`src/rtl/mrc_pkg.sv`:
```
package mrc_pkg;
  localparam int LINES_PER_WORD = 16;
  localparam int ADDR_W = 12;
  localparam int DATA_W = 2 * LINES_PER_WORD;

  typedef struct packed {
    logic       wrCtrl;
    logic       rdCtrl;
    logic       rdMon;
    logic [7:0] wordSel;
  } strobe_t;
endpackage

```
`src/rtl/mrc_decode.sv`:
```
module mrc_decode #(
  parameter int NUM_WORDS = 2
) (
  input  logic [mrc_pkg::ADDR_W-1:0] busAddr,
  input  logic                       busWrite,
  output mrc_pkg::strobe_t           strobe
);
  logic [5:0] wordIdx;
  logic       inRange;

  assign wordIdx = busAddr[7:2];
  assign inRange = (busAddr[1:0] == 2'b00) && (int'(wordIdx) < NUM_WORDS);

  always_comb begin
    strobe = '0;
    strobe.wordSel = {2'b00, wordIdx};
    case (busAddr[11:8])
      4'h9: begin
        strobe.rdCtrl = inRange;
        strobe.wrCtrl = inRange && busWrite;
      end
      4'hA: strobe.rdMon = inRange;
      default: ;
    endcase
  end
endmodule

```
`src/rtl/mrc_settle.sv`:
```
module mrc_settle #(
  parameter int SETTLE_CYCLES = 8
) (
  input  logic clk,
  input  logic rstN,
  input  logic ctrlBit,
  output logic monBit
);
  localparam int CNT_W = (SETTLE_CYCLES < 2) ? 1 : $clog2(SETTLE_CYCLES + 1);
  localparam logic [CNT_W-1:0] LAST = CNT_W'(SETTLE_CYCLES - 1);

  logic             ctrlSeen;
  logic [CNT_W-1:0] cnt;
  logic [CNT_W-1:0] curCnt;

  assign curCnt = (ctrlBit != ctrlSeen) ? '0 : cnt;

  always_ff @(posedge clk or negedge rstN) begin
    if (!rstN) begin
      ctrlSeen <= 1'b0;
      cnt      <= '0;
      monBit   <= 1'b1;
    end else begin
      ctrlSeen <= ctrlBit;
      if (monBit == ctrlBit) begin
        if (curCnt == LAST) begin
          monBit <= ~ctrlBit;
          cnt    <= '0;
        end else begin
          cnt <= curCnt + 1'b1;
        end
      end else begin
        cnt <= '0;
      end
    end
  end
endmodule

```
`src/rtl/mrc_bank.sv`:
```
module mrc_bank #(
  parameter int NUM_WORDS     = 2,
  parameter int SETTLE_CYCLES = 8
) (
  input  logic                                      clk,
  input  logic                                      rstN,
  input  mrc_pkg::strobe_t                          strobe,
  input  logic [mrc_pkg::DATA_W-1:0]                wrData,
  output logic [mrc_pkg::DATA_W-1:0]                rdData,
  output logic [NUM_WORDS*mrc_pkg::LINES_PER_WORD-1:0] ctrlVec,
  output logic [NUM_WORDS*mrc_pkg::LINES_PER_WORD-1:0] monVec
);
  localparam int LINES = mrc_pkg::LINES_PER_WORD;
  localparam int TOTAL = NUM_WORDS * LINES;

  logic [LINES-1:0] wrEn;
  logic [LINES-1:0] wrVal;

  assign wrEn  = wrData[2*LINES-1:LINES];
  assign wrVal = wrData[LINES-1:0];

  for (genvar w = 0; w < NUM_WORDS; w++) begin : gWord
    logic [LINES-1:0] ctrlQ;
    always_ff @(posedge clk or negedge rstN) begin
      if (!rstN) begin
        ctrlQ <= '0;
      end else if (strobe.wrCtrl && strobe.wordSel == 8'(w)) begin
        ctrlQ <= (ctrlQ & ~wrEn) | (wrVal & wrEn);
      end
    end
    assign ctrlVec[w*LINES +: LINES] = ctrlQ;
  end

  for (genvar i = 0; i < TOTAL; i++) begin : gLine
    mrc_settle #(.SETTLE_CYCLES(SETTLE_CYCLES)) uSettle (
      .clk    (clk),
      .rstN   (rstN),
      .ctrlBit(ctrlVec[i]),
      .monBit (monVec[i])
    );
  end

  always_comb begin
    rdData = '0;
    for (int w = 0; w < NUM_WORDS; w++) begin
      if (strobe.wordSel == 8'(w)) begin
        if (strobe.rdCtrl) rdData[LINES-1:0] = ctrlVec[w*LINES +: LINES];
        if (strobe.rdMon)  rdData[LINES-1:0] = monVec[w*LINES +: LINES];
      end
    end
  end
endmodule

```
`src/rtl/mrc_top.sv`:
```
module mrc_top #(
  parameter int NUM_WORDS     = 2,
  parameter int SETTLE_CYCLES = 8
) (
  input  logic                          clk,
  input  logic                          rstN,
  input  logic [11:0]                   busAddr,
  input  logic [31:0]                   busWdata,
  input  logic                          busWrite,
  output logic [31:0]                   busRdata,
  output logic [NUM_WORDS*16-1:0]       modRstN
);
  mrc_pkg::strobe_t        strobe;
  logic [NUM_WORDS*16-1:0] monVec;

  mrc_decode #(.NUM_WORDS(NUM_WORDS)) uDecode (
    .busAddr (busAddr),
    .busWrite(busWrite),
    .strobe  (strobe)
  );

  mrc_bank #(.NUM_WORDS(NUM_WORDS), .SETTLE_CYCLES(SETTLE_CYCLES)) uBank (
    .clk    (clk),
    .rstN   (rstN),
    .strobe (strobe),
    .wrData (busWdata),
    .rdData (busRdata),
    .ctrlVec(modRstN),
    .monVec (monVec)
  );
endmodule

```
`config.mk`:
```
export PLATFORM = sky130hd
export DESIGN_NAME = mrc_top
export DESIGN_NICKNAME = d
export VERILOG_FILES = /design/src/rtl/mrc_pkg.sv /design/src/rtl/mrc_decode.sv /design/src/rtl/mrc_settle.sv /design/src/rtl/mrc_bank.sv /design/src/rtl/mrc_top.sv
export SDC_FILE = /design/constraint.sdc
export NUM_CORES = 1
export LEC_CHECK = 0
export ABC_AREA = 1
export BUFFER_PORTS_ARGS = -buffer_cell sky130_fd_sc_hd__buf_2
export CAP_MARGIN = 20
export CORE_UTILIZATION = 45
export DETAILED_ROUTE_END_ITERATION = 6
export MAX_ROUTING_LAYER = met4
export SYNTH_ARGS = -nofsm -noshare
export SYNTH_HDL_FRONTEND = slang
export SYNTH_HIERARCHICAL = 1
export SYNTH_SLANG_ARGS = --single-unit
```
`constraint.sdc`:
```
create_clock -name clk -period 1.95 [get_ports clk]
set_clock_uncertainty 0.2 [all_clocks]
set_input_delay 0 -clock clk [delete_from_list [all_inputs] [get_ports clk]]
set_output_delay 0 -clock clk [all_outputs]
set_load 0.05 [all_outputs]
```
Word level (Yosys, flattened, before mapping)
Index checks and enable logic that the tools add are counted.
Widths: inputs -> output; s select.
{"block": "op_classes", "n_eq_ne": 99, "mux": 104, "order_cmp": 1, "n_addsub": 32, "bitwise_logic": 38, "n_reduce_logical": 38}
{"op": "$mux 4", "count": 96}
{"op": "$add 4x1->4 const B", "count": 32}
{"op": "$eq 4x3->1 const B", "count": 32}
{"op": "$mux 16", "count": 6}
{"op": "$reduce_and 2->1", "count": 32}
{"op": "$and 16x16->16", "count": 3}
{"op": "$eq 1x1->1", "count": 32}
{"op": "$ne 1x1->1", "count": 32}
{"op": "$not 1->1", "count": 32}
{"op": "$or 16x16->16", "count": 2}
{"op": "$not 16->16", "count": 1}
{"op": "$eq 4x4->1 const B", "count": 2}
{"op": "$logic_not 8->1", "count": 1}
{"op": "$eq 6x1->1 const B", "count": 1}
{"op": "$lt 6x2->1 const B", "count": 1}
{"op": "$logic_and 1x1->1", "count": 4}
{"op": "$logic_not 2->1", "count": 1}
{"op": "$mux 2", "count": 1}
{"op": "$mux 1", "count": 1}
{"block": "word_totals", "input_bits": 47, "out_inout_bits": 64, "reg_bits": 224}

Longest topological paths before layout
Gate-level depths: netlist (run 1).
{"block": "logic_depth", "depth_word": 10, "ltp_mapped": 12, "depth_no_buf": 10}

Hierarchy
The synthesis (run 1) kept the hierarchy.
{"mod": "mrc_settle", "seq_area_each_um2": 151.4, "area_per_inst_um2": 316.6, "instances": 32, "cells_per_inst": 40}
{"mod": "mrc_bank", "seq_area_each_um2": 800.8, "area_per_inst_um2": 2162.1, "instances": 1, "cells_per_inst": 318}
{"mod": "mrc_decode", "seq_area_each_um2": 0.0, "area_per_inst_um2": 143.9, "instances": 1, "cells_per_inst": 28}

Least setup slack after synthesis (run 1)
Ideal clock, no wire load.
{"block": "synth_path", "path_type": "reg2out", "start": "register (tool-made name)", "end": "output busRdata[14]", "arrival_time_ns": 1.709, "stages_incl_launch_ff": 6, "required_ns": 1.750, "slack_ns": 0.041, "path_buffers": 0, "path_cell_list": "dfrtp_1 or2_2 nand2_1 nand2_1 nand2_1 nor2_1"}
{"element": "end: declaration", "line_no": "mrc_top.sv:10", "rtl": "output logic [31:0] busRdata,"}

==> results of run 1 <==
-- critical path: stages, from the launching register on --
cell and delay, ns:
dfrtp_1 0.39, buf_4 0.17, nand3_1 0.08, a21oi_1 0.18
a21o_1 0.11, clkbuf_4 0.22
-- layer usage --
layer,up-vias,part of all wire,track usage
li1,5523,-,-
met1,4997,0.45,0.2712
met2,255,0.49,0.3776
met3,37,0.045,0.02750
met4,0,0.017,0.05178
met5,-,0,-
-- cell usage after synthesis, drive strengths merged --
library cell | instances | area share
a21boi | 1 | 0.00060
a21o | 15 | 0.0091
a21oi | 15 | 0.0060
and2 | 32 | 0.016
buf | 32 | 0.018
clkbuf | 9 | 0.0027
conb | 2 | 0.00060
dfrtp | 192 | 0.39
dfstp | 32 | 0.068
ha | 32 | 0.032
inv | 255 | 0.077
nand2 | 461 | 0.15
nand3 | 114 | 0.046
nand4 | 96 | 0.048
nor2 | 207 | 0.065
nor2b | 1 | 0.00050
nor3 | 33 | 0.013
o21ai | 64 | 0.035
or2 | 1 | 0.00050
xnor2 | 32 | 0.023
-- what timing repair did --
| item | CTS | global route |
|---|---|---|
| gates resized for setup | 8 | 17 |
| hold buffers | 65 | 0 |
| pin swaps | 0 | 1 |
| cloned | 0 | 0 |
| endpoints found under the setup margin | 5 | 17 |
| endpoints found under the hold margin | 256 | 0 |
| setup buffers | 1 | 7 |
-- area by class of cell --
cell class	count	area, um^2	area share
flip-flops and latches	224	5655	0.3730
multi-input cells	1122	5644	0.3723
repair buffers	207	1640	0.1082
inverters	255	957.2	0.06313
clock buffers	40	762.0	0.05026
well taps	341	426.7	0.02814
clock inverters	5	75.07	0.004952
-- report_power, final --
group | internal, uW | switching, uW
clock | 2920 | 1860
combinational | 108 | 223
sequential | 4650 | 0.556
total | 7680 | 2080
-- per-stage QoR --
step	worst slack (ns)	power, uW	cells
2_1_floorplan	0.04083	4868	1642
3_3_place_gp	0.1751	5020	2077
3_5_place_dp	0.1709	5019	2077
4_1_cts	0.004431	9919	2188
5_1_grt	0.003949	10150	2194
6_report	0.07432	9766	2194
-- cells by family after synthesis --
group	after synthesis
AND/OR/NAND/NOR	945
buffers and inverters	296
flip-flops	224
AO/OA/AOI/OAI	95
XOR/XNOR	32
adder cells (fa/ha/maj)	32
other	2
-- how the worst max path moves through the flow --
stage                     from      endpoint  cells past startpoint
finish                    flop   busRdata[3]                      5
global placement    busAddr[3]   busRdata[9]                     11
floorplan                 flop  busRdata[14]                      5
global route              flop   busRdata[7]                      5
CTS                       flop   busRdata[1]                      5
detailed placement  busAddr[7]   busRdata[9]                     11
==> reports/metrics.yaml, run 1 <==
synth_compound_area_frac: 0.05111
place_congestion: 0.8478
fin_nets: 1914
start_util: 0.4601
port_buffers: 94
clk_pin_slew_ns: 0.06
yosysUniqueCellTypes: 30
synth_area_um2: 12440
status: "finished, final reports clean"
reg2reg_slack_ns: 0.18
hold_path_class: "in -> reg"
ant_nets: 0
fp.coreArea_um2: 27030
firstDrtPassIters: 5
via_count: 10810
drv_slew: 0
hpwl_mm: 20.74
drc: 0
clk_latency_ns: 0.52
grt_pass1_wl_mm: 49.24
relSlewSlack: 0.6504
final_cell_area_um2: 15160
pwr_density_cell_nw_per_um2: 644.2
ys_ff_latch: 224
clkSinkCount: 224
cts_htree_levels: 1
hold_slack_ns: 0.01123
setup_viol: 0
ys_seq_area_frac: 0.4540
cts_tree: "done"
grt_setup_unrepaired: "no"
worstRegToRegCells: 8
chipWidth_um: 168.2
rows: 60
wl_mm: 29.03
start_kind: "flop"
die_h_um: 168.2
viasPerCell: 4.928
dr.first_iter.drc_count: 795
hold_viol_final: 0
synth_area_per_cell_um2: 7.648
yosys.area_share.simple: 0.3420
leakagePower_uw: 0.007500
tightest_slew_ns: 0.5245
clock-root-buffer: "clkbuf_16"
worstHoldPathCells: 7
cts_buffer_depth: 3
synthAdderAreaFrac: 0.03220
grt_max_degree: 63
peakVddDrop_mv: 0.5907
grt_remaining_overflow: 0
max-cap-violations: 0
path_class: "reg -> out"
fin_setup_tns_ns: 0
antenna_found_initial: 0
io-pin-count: 111
arrival_ns: 1.68
mostFrequentLayoutCell: "nand2_1"
dpl-instance-area_um2: 13560
crit_path_end_kind: "output pin"
crit_required_ns: 1.75
grt_use_total: 0.2182
die_area_um2: 28300
synth_warnings: 6
synth_top_family_by_area: "simple AND/OR/NAND/NOR gates"
period_minus_slack_ns: 1.876
drive_gt1_frac: 0.1932
max_freq_mhz: 533.1
n_fill_cell: 2509
crit_path_max_fanout: 6
numCtsBuffers: 25
synthXorXnorAreaFrac: 0.02254
final_util: 0.5610
reg2reg_to: "uBank/gLine[24].uSettle/cnt[2]$_DFF_PN0_"
hold_start: "busAddr[2]"
post_drt_wl_per_cell_um: 13.23
antenna_cells: 0
synthesis.instances: 1626
period_share: 0.9619
layout_common_cells: "nand2_1, inv_1, nor2_1, dfrtp_1, nand3_1"
synthMuxAreaShare: 0
syn_to_final_growth_pct: 21.91
grt_pass1_vias: 10380
Note: power is estimated with default switching activity, not from simulation.
==> run 2: changes to the inputs <==
--- a/config.mk
+++ b/config.mk
@@ -9,8 +9,10 @@
 export BUFFER_PORTS_ARGS = -buffer_cell sky130_fd_sc_hd__buf_2
 export CAP_MARGIN = 20
 export CORE_UTILIZATION = 45
+export CTS_CLUSTER_SIZE = 16
 export DETAILED_ROUTE_END_ITERATION = 6
 export MAX_ROUTING_LAYER = met4
+export PLACE_DENSITY = 0.72
 export SYNTH_ARGS = -nofsm -noshare
 export SYNTH_HDL_FRONTEND = slang
 export SYNTH_HIERARCHICAL = 1
==> reports/metrics.yaml, run 2 (synthesized netlist as in run 1, its figures left out) <==
clk_pin_slew_ns: 0.06  # about the same
ant_nets: 0  # unchanged
period_share: 0.9632  # +0.001299
grt_setup_unrepaired: "yes"
dp_slack_ns: 0.1939  # +0.02303 ns
critPathSlowestCell: "dfrtp_1"
hold_viol_final: 0  # unchanged
grt_remaining_overflow: 0  # unchanged
firstDrtPassIters: 6  # +1
cts_buffer_depth: 3  # unchanged
drive_gt1_frac: 0.1960  # +0.002826
hold_slack_ns: 0.1269  # +0.1156 ns
hpwl_mm: 20.20  # -2.6%
fp.coreArea_um2: 27030  # unchanged
multiInputGateArea_um2: 5647  # about the same
drc: 0  # unchanged
grt_use_total: 0.2158  # -0.002381
n_fill_cell: 2288  # -8.8%
grt_pass1_wl_mm: 49.21  # about the same
via_count: 11160  # +3.2%
path_class: "reg -> out"
numCtsBuffers: 26  # +4.0%
mostFrequentLayoutCell: "nand2_1"
cts_tree: "done"
clkSinkCount: 224  # unchanged
pwr_density_cell_nw_per_um2: 656.0  # +1.8%
cts_htree_levels: 1  # unchanged
final_util: 0.5663  # +0.005371
chipWidth_um: 168.2  # unchanged
grt_max_degree: 45  # -29%
hold_path_class: "in -> reg"
antenna_found_initial: 0  # unchanged
place_congestion: 0.8788  # +3.7%
cp.buffers_inverters: 2  # unchanged
viasPerCell: 5.066  # +2.8%
busiest_layer: "met2"
grt_pass1_vias: 10710  # +3.2%
met3_usage: 0.02844  # +0.0009403
die_h_um: 168.2  # unchanged
syn_to_final_growth_pct: 23.08
start_kind: "flop"
drv_slew: 0  # unchanged
wl_mm: 29.33  # +1.1%
grtUsageMet1: 0.2653  # -0.005932
start_util: 0.4601  # unchanged
rows: 60  # unchanged
layout_common_cells: "nand2_1, inv_1, nor2_1, dfrtp_1, nand3_1"
leakagePower_uw: 0.007558  # +0.78%
post_drt_wl_per_cell_um: 13.32  # +0.64%
setup_viol: 0  # unchanged
crit_path_max_fanout: 5  # -1
regArea_um2: 5655  # unchanged
period_minus_slack_ns: 1.878  # +0.002533 ns
setup_slack_ns: 0.07178  # -0.002533 ns
status: "finished, final reports clean"
clk_latency_ns: 0.52  # about the same
io-pin-count: 111  # unchanged
critical-path-top-delay-family: "flip-flops"
max_freq_mhz: 532.4  # -0.13%
arrival_ns: 1.68  # about the same
clock-root-buffer: "clkbuf_16"
crit_required_ns: 1.75  # about the same
crit_path_end_kind: "output pin"
fin_nets: 1921  # +0.37%
critPathMaxStageDelay_ns: 0.41  # +0.02 ns
port_buffers: 94  # unchanged
peakVddDrop_mv: 0.5968  # +1.0%
grt_util_met2: 0.3711  # -0.006495
die_area_um2: 28300  # unchanged
max-cap-violations: 0  # unchanged
dr.first_iter.drc_count: 710  # -11%
antenna_cells: 0  # unchanged
fin_setup_tns_ns: 0  # unchanged
path_cells: "buf_4, nand3_1, a21oi_1, a21o_1, clkbuf_4"
[run 2: path summary, 6_finish.rpt]
kind | startpoint | to | slack [ns] | depth (start not counted)
max in group asynchronous | rstN | uBank/gLine[30].uSettle/monBit$_DFFE_PN1P_ | 0.69 | 4
setup reg to reg | flop | uBank/gLine[23].uSettle/cnt[2]$_DFF_PN0_ | 0.17 | 8
hold / removal | busWdata[11] | flop | 0.13 | 4
min in group asynchronous | rstN | uBank/gLine[26].uSettle/cnt[2]$_DFF_PN0_ | 0.46 | 4
hold reg to reg | flop | uBank/gLine[25].uSettle/ctrlSeen$_DFF_PN0_ | 0.25 | 0
setup / recovery | flop | busRdata[13] | 0.07 | 5
[run 2: final cells by class]
class                      count  share of cell area
timing repair buffer         213              0.1115
sequential                   224              0.3695
tap                          341             0.02788
clock inverter                 4            0.004823
inverter                     255             0.06254
multi-input combinational   1122              0.3689
clock buffer                  44             0.05485
[run 2: timing repair]
action / 4_1_cts / 5_1_grt
setup buffers: 1 / 11
endpoints found under the setup margin: 8 / 17
hold endpoints to repair: 256 / 0
gates resized for setup: 12 / 19
hold buffers: 68 / 0
pin swaps: 0 / 3
[run 2: layer usage]
metal | vias to the layer above | part of all wire
li1 | 5558 | -
met1 | 5228 | 0.43
met2 | 321 | 0.49
met3 | 54 | 0.058
met4 | 0 | 0.021
met5 | - | 0
[run 2: worst register-to-register path: stages (launching register included)]
cell	delay, ns
dfrtp_1	0.37
buf_4	0.15
nand2_1	0.07
nand2_2	0.09
nor2_1	0.15
ha_1	0.22
inv_1	0.10
nor3_1	0.23
nor2_1	0.08
[run 2: power breakdown]
group,switching (uW),internal [uW]
registers,0.577,4650
logic,226,114
clock network,1870,3170
total,2100,7940
[run 2: metrics by stage]
stage	cell area [um^2]	power [uW]	cells
after floorplan	12500	4868	1642
after global placement	13530	5015	2075
after detailed placement	13530	5014	2075
after CTS	15170	10170	2192
after global routing	15310	10390	2203
final	15310	10040	2203
==> run 3: changes to the inputs <==
--- a/config.mk
+++ b/config.mk
@@ -6,13 +6,14 @@
 export NUM_CORES = 1
 export LEC_CHECK = 0
 export ABC_AREA = 1
-export BUFFER_PORTS_ARGS = -buffer_cell sky130_fd_sc_hd__buf_2
 export CAP_MARGIN = 20
 export CORE_UTILIZATION = 45
+export CTS_CLUSTER_DIAMETER = 30
 export CTS_CLUSTER_SIZE = 16
 export DETAILED_ROUTE_END_ITERATION = 6
+export DONT_BUFFER_PORTS = 1
 export MAX_ROUTING_LAYER = met4
-export PLACE_DENSITY = 0.72
+export PLACE_DENSITY = 0.69
 export SYNTH_ARGS = -nofsm -noshare
 export SYNTH_HDL_FRONTEND = slang
 export SYNTH_HIERARCHICAL = 1
==> constraint.sdc (replaced) <==
create_clock -name clk -period 2 [get_ports clk]
set_clock_uncertainty 0.2 [all_clocks]
set_input_delay 0 -clock clk [delete_from_list [all_inputs] [get_ports clk]]
set_output_delay 0 -clock clk [all_outputs]
set_load 0.05 [all_outputs]
==> reports/metrics.yaml, run 3 (synthesized netlist as in run 1, its figures left out) <==
pwr-share-seq: 0.318  # -0.146
pwr_density_cell_nw_per_um2: 894.4  # +36%
path_cells: "buf_6, or2_2, nand2_1, nand2_1, nand2_2, nor2_2, buf_6"
numCtsBuffers: 56  # +120%
mostFrequentLayoutCell: "nand2_1"
die_area_um2: 28300  # unchanged
port_buffers: 0  # -100%
syn_to_final_growth_pct: 28.57
fp.coreArea_um2: 27030  # unchanged
peakVddDrop_mv: 0.7243  # +21%
violations: "hold timing"
cts_tree: "done"
arrival_ns: 1.79  # +0.11 ns
dp_slack_ns: 0.2674  # +0.07346 ns
clk_pin_slew_ns: 0.05  # about the same
max_freq_mhz: 502.9
drv_slew: 0  # unchanged
swShare: 0.1987  # -0.01036
cts_hold_repair.buffers: 76  # +12%
critPathMaxStageDelay_ns: 0.39  # -0.02 ns
n_fill_cell: 2257  # -1.4%
antenna_found_initial: 1  # +1
hold_slack_ns: -1.049  # -1.176 ns
drc: 0  # unchanged
reg2reg_slack_ns: 0.18  # about the same
internal_power_uw: 11460  # +44%
start_kind: "flop"
leakagePower_uw: 0.007626  # +0.90%
grt_remaining_overflow: 0  # unchanged
crit_path_end_kind: "output pin"
grt_setup_unrepaired: "yes"
power_frac_comb: 0.013  # -0.021
crit_path_max_fanout: 4  # -1
post_drt_wl_per_cell_um: 13.59  # +2.1%
chipWidth_um: 168.2  # unchanged
layout_common_cells: "nand2_1, inv_1, nor2_1, dfrtp_1, nand3_1"
clk_latency_ns: 0.55  # +0.03 ns
path_class: "reg -> out"
hold_viol_final: 224  # +224
multiInputGateArea_um2: 5692  # +0.80%
via_count: 10980  # -1.6%
grt_pass1_wl_mm: 48.90  # -0.63%
grt_max_degree: 225  # +400%
status: "finished, violations left"
cts_buffer_depth: 3  # unchanged
period_share: 0.9942
dpl.cell_count: 1990  # -4.1%
setup_viol: 0  # unchanged
die_h_um: 168.2  # unchanged
grt_use_total: 0.2156  # -0.0002189
final_cells: 2175  # -1.3%
wl_mm: 29.56  # +0.76%
period_minus_slack_ns: 1.988
cts_htree_levels: 2  # +1
fin_nets: 1865  # -2.9%
setup_slack_ns: 0.01161  # -0.06017 ns
max-cap-violations: 0  # unchanged
crit_required_ns: 1.80  # +0.05 ns
finalPower_uw: 14300  # +42%
ant_nets: 0  # unchanged
clock-root-buffer: "clkbuf_16"
hold_path_class: "in -> async"
start_util: 0.4601  # unchanged
rows: 60  # unchanged
final_util: 0.5916  # +0.02528
firstDrtPassIters: 7  # +1
drive_gt1_frac: 0.1839  # -0.01217
io-pin-count: 111  # unchanged
hpwl_mm: 19.10  # -5.5%
dr.first_iter.drc_count: 726  # +2.3%
power.share.clock: 0.669  # +0.166
power_switching_uw: 2842  # +35%
grt_pass1_vias: 10770  # +0.54%
viasPerCell: 5.050  # -0.32%
regArea_um2: 5654  # about the same
clkSinkCount: 224  # unchanged
place_congestion: 0.8575  # -2.4%
critPathSlowestCell: "dfrtp_1"
[run 3: cell count changes in the layout (fill, tap and decap cells not counted), moves of 5 or more]
cell	delta
a21o_1	-12
a21o_2	+8
buf_12	-6
buf_2	-78
buf_4	-10
buf_6	+5
bufinv_16	+9
clkbuf_16	+30
clkbuf_4	-7
clkinv_2	+8
clkinvlp_4	+8
dlygate4sd3_1	+9
[run 3: critical path, delay by kind of cell (launching register included)]
family	cells	cell delay, ns
AND/OR/NAND/NOR	5	0.55
buffers and inverters	2	0.29
flip-flops	1	0.39
[run 3: final timing paths]
check,from,end,depth (start not counted)
worst max-delay path,flop,busRdata[14],7
worst min-delay path,rstN,uBank/gLine[27].uSettle/cnt[3]$_DFF_PN0_,0
worst max register to register,flop,uBank/gLine[14].uSettle/cnt[2]$_DFF_PN0_,9
worst min register to register,flop,uBank/gLine[29].uSettle/ctrlSeen$_DFF_PN0_,0
max in group asynchronous,rstN,uBank/gLine[2].uSettle/monBit$_DFFE_PN1P_,0
min in group clk,busWdata[4],flop,3
[run 3: final cells by class]
class	instances	area share
diodes	1	0.0001565
clock buffers	73	0.09735
clock inverters	32	0.02942
inverters	255	0.05986
multi-input cells	1122	0.3560
flip-flops and latches	224	0.3536
well taps	341	0.02668
repair buffers	127	0.07692
[run 3: stage by stage]
step                hold slack, ns  cell area (um^2)  TNS, ns
floorplan                  -0.4956             12500        0
global placement           -0.4912             13060        0
detailed placement         -0.4908             13060        0
CTS                         -1.063             15900        0
global route                -1.070             15990  -0.1467
finish                      -1.049             15990        0
[run 3: timing repair]
item / CTS / global route
setup buffers: 1 / 2
pin swaps: 0 / 1
resized for setup: 22 / 20
hold endpoints to repair: 256 / 224
setup endpoints to repair: 13 / 14
[run 3: power groups by stage]
stage	logic, uW	registers (uW)	clock network [uW]
CTS	176	4550	9720
detailed placement	101	4620	0
floorplan	129	4620	0
global placement	101	4620	0
finish	184	4550	9560
global route	192	4550	9990
[run 3: layer usage]
layer / part of all wire / wire length [um] / track usage
met5: 0 / 0 / -
met3: 0.060 / 1788 / 0.04255
met1: 0.43 / 12600 / 0.2484
met4: 0.027 / 799 / 0.07984
met2: 0.49 / 14370 / 0.3715
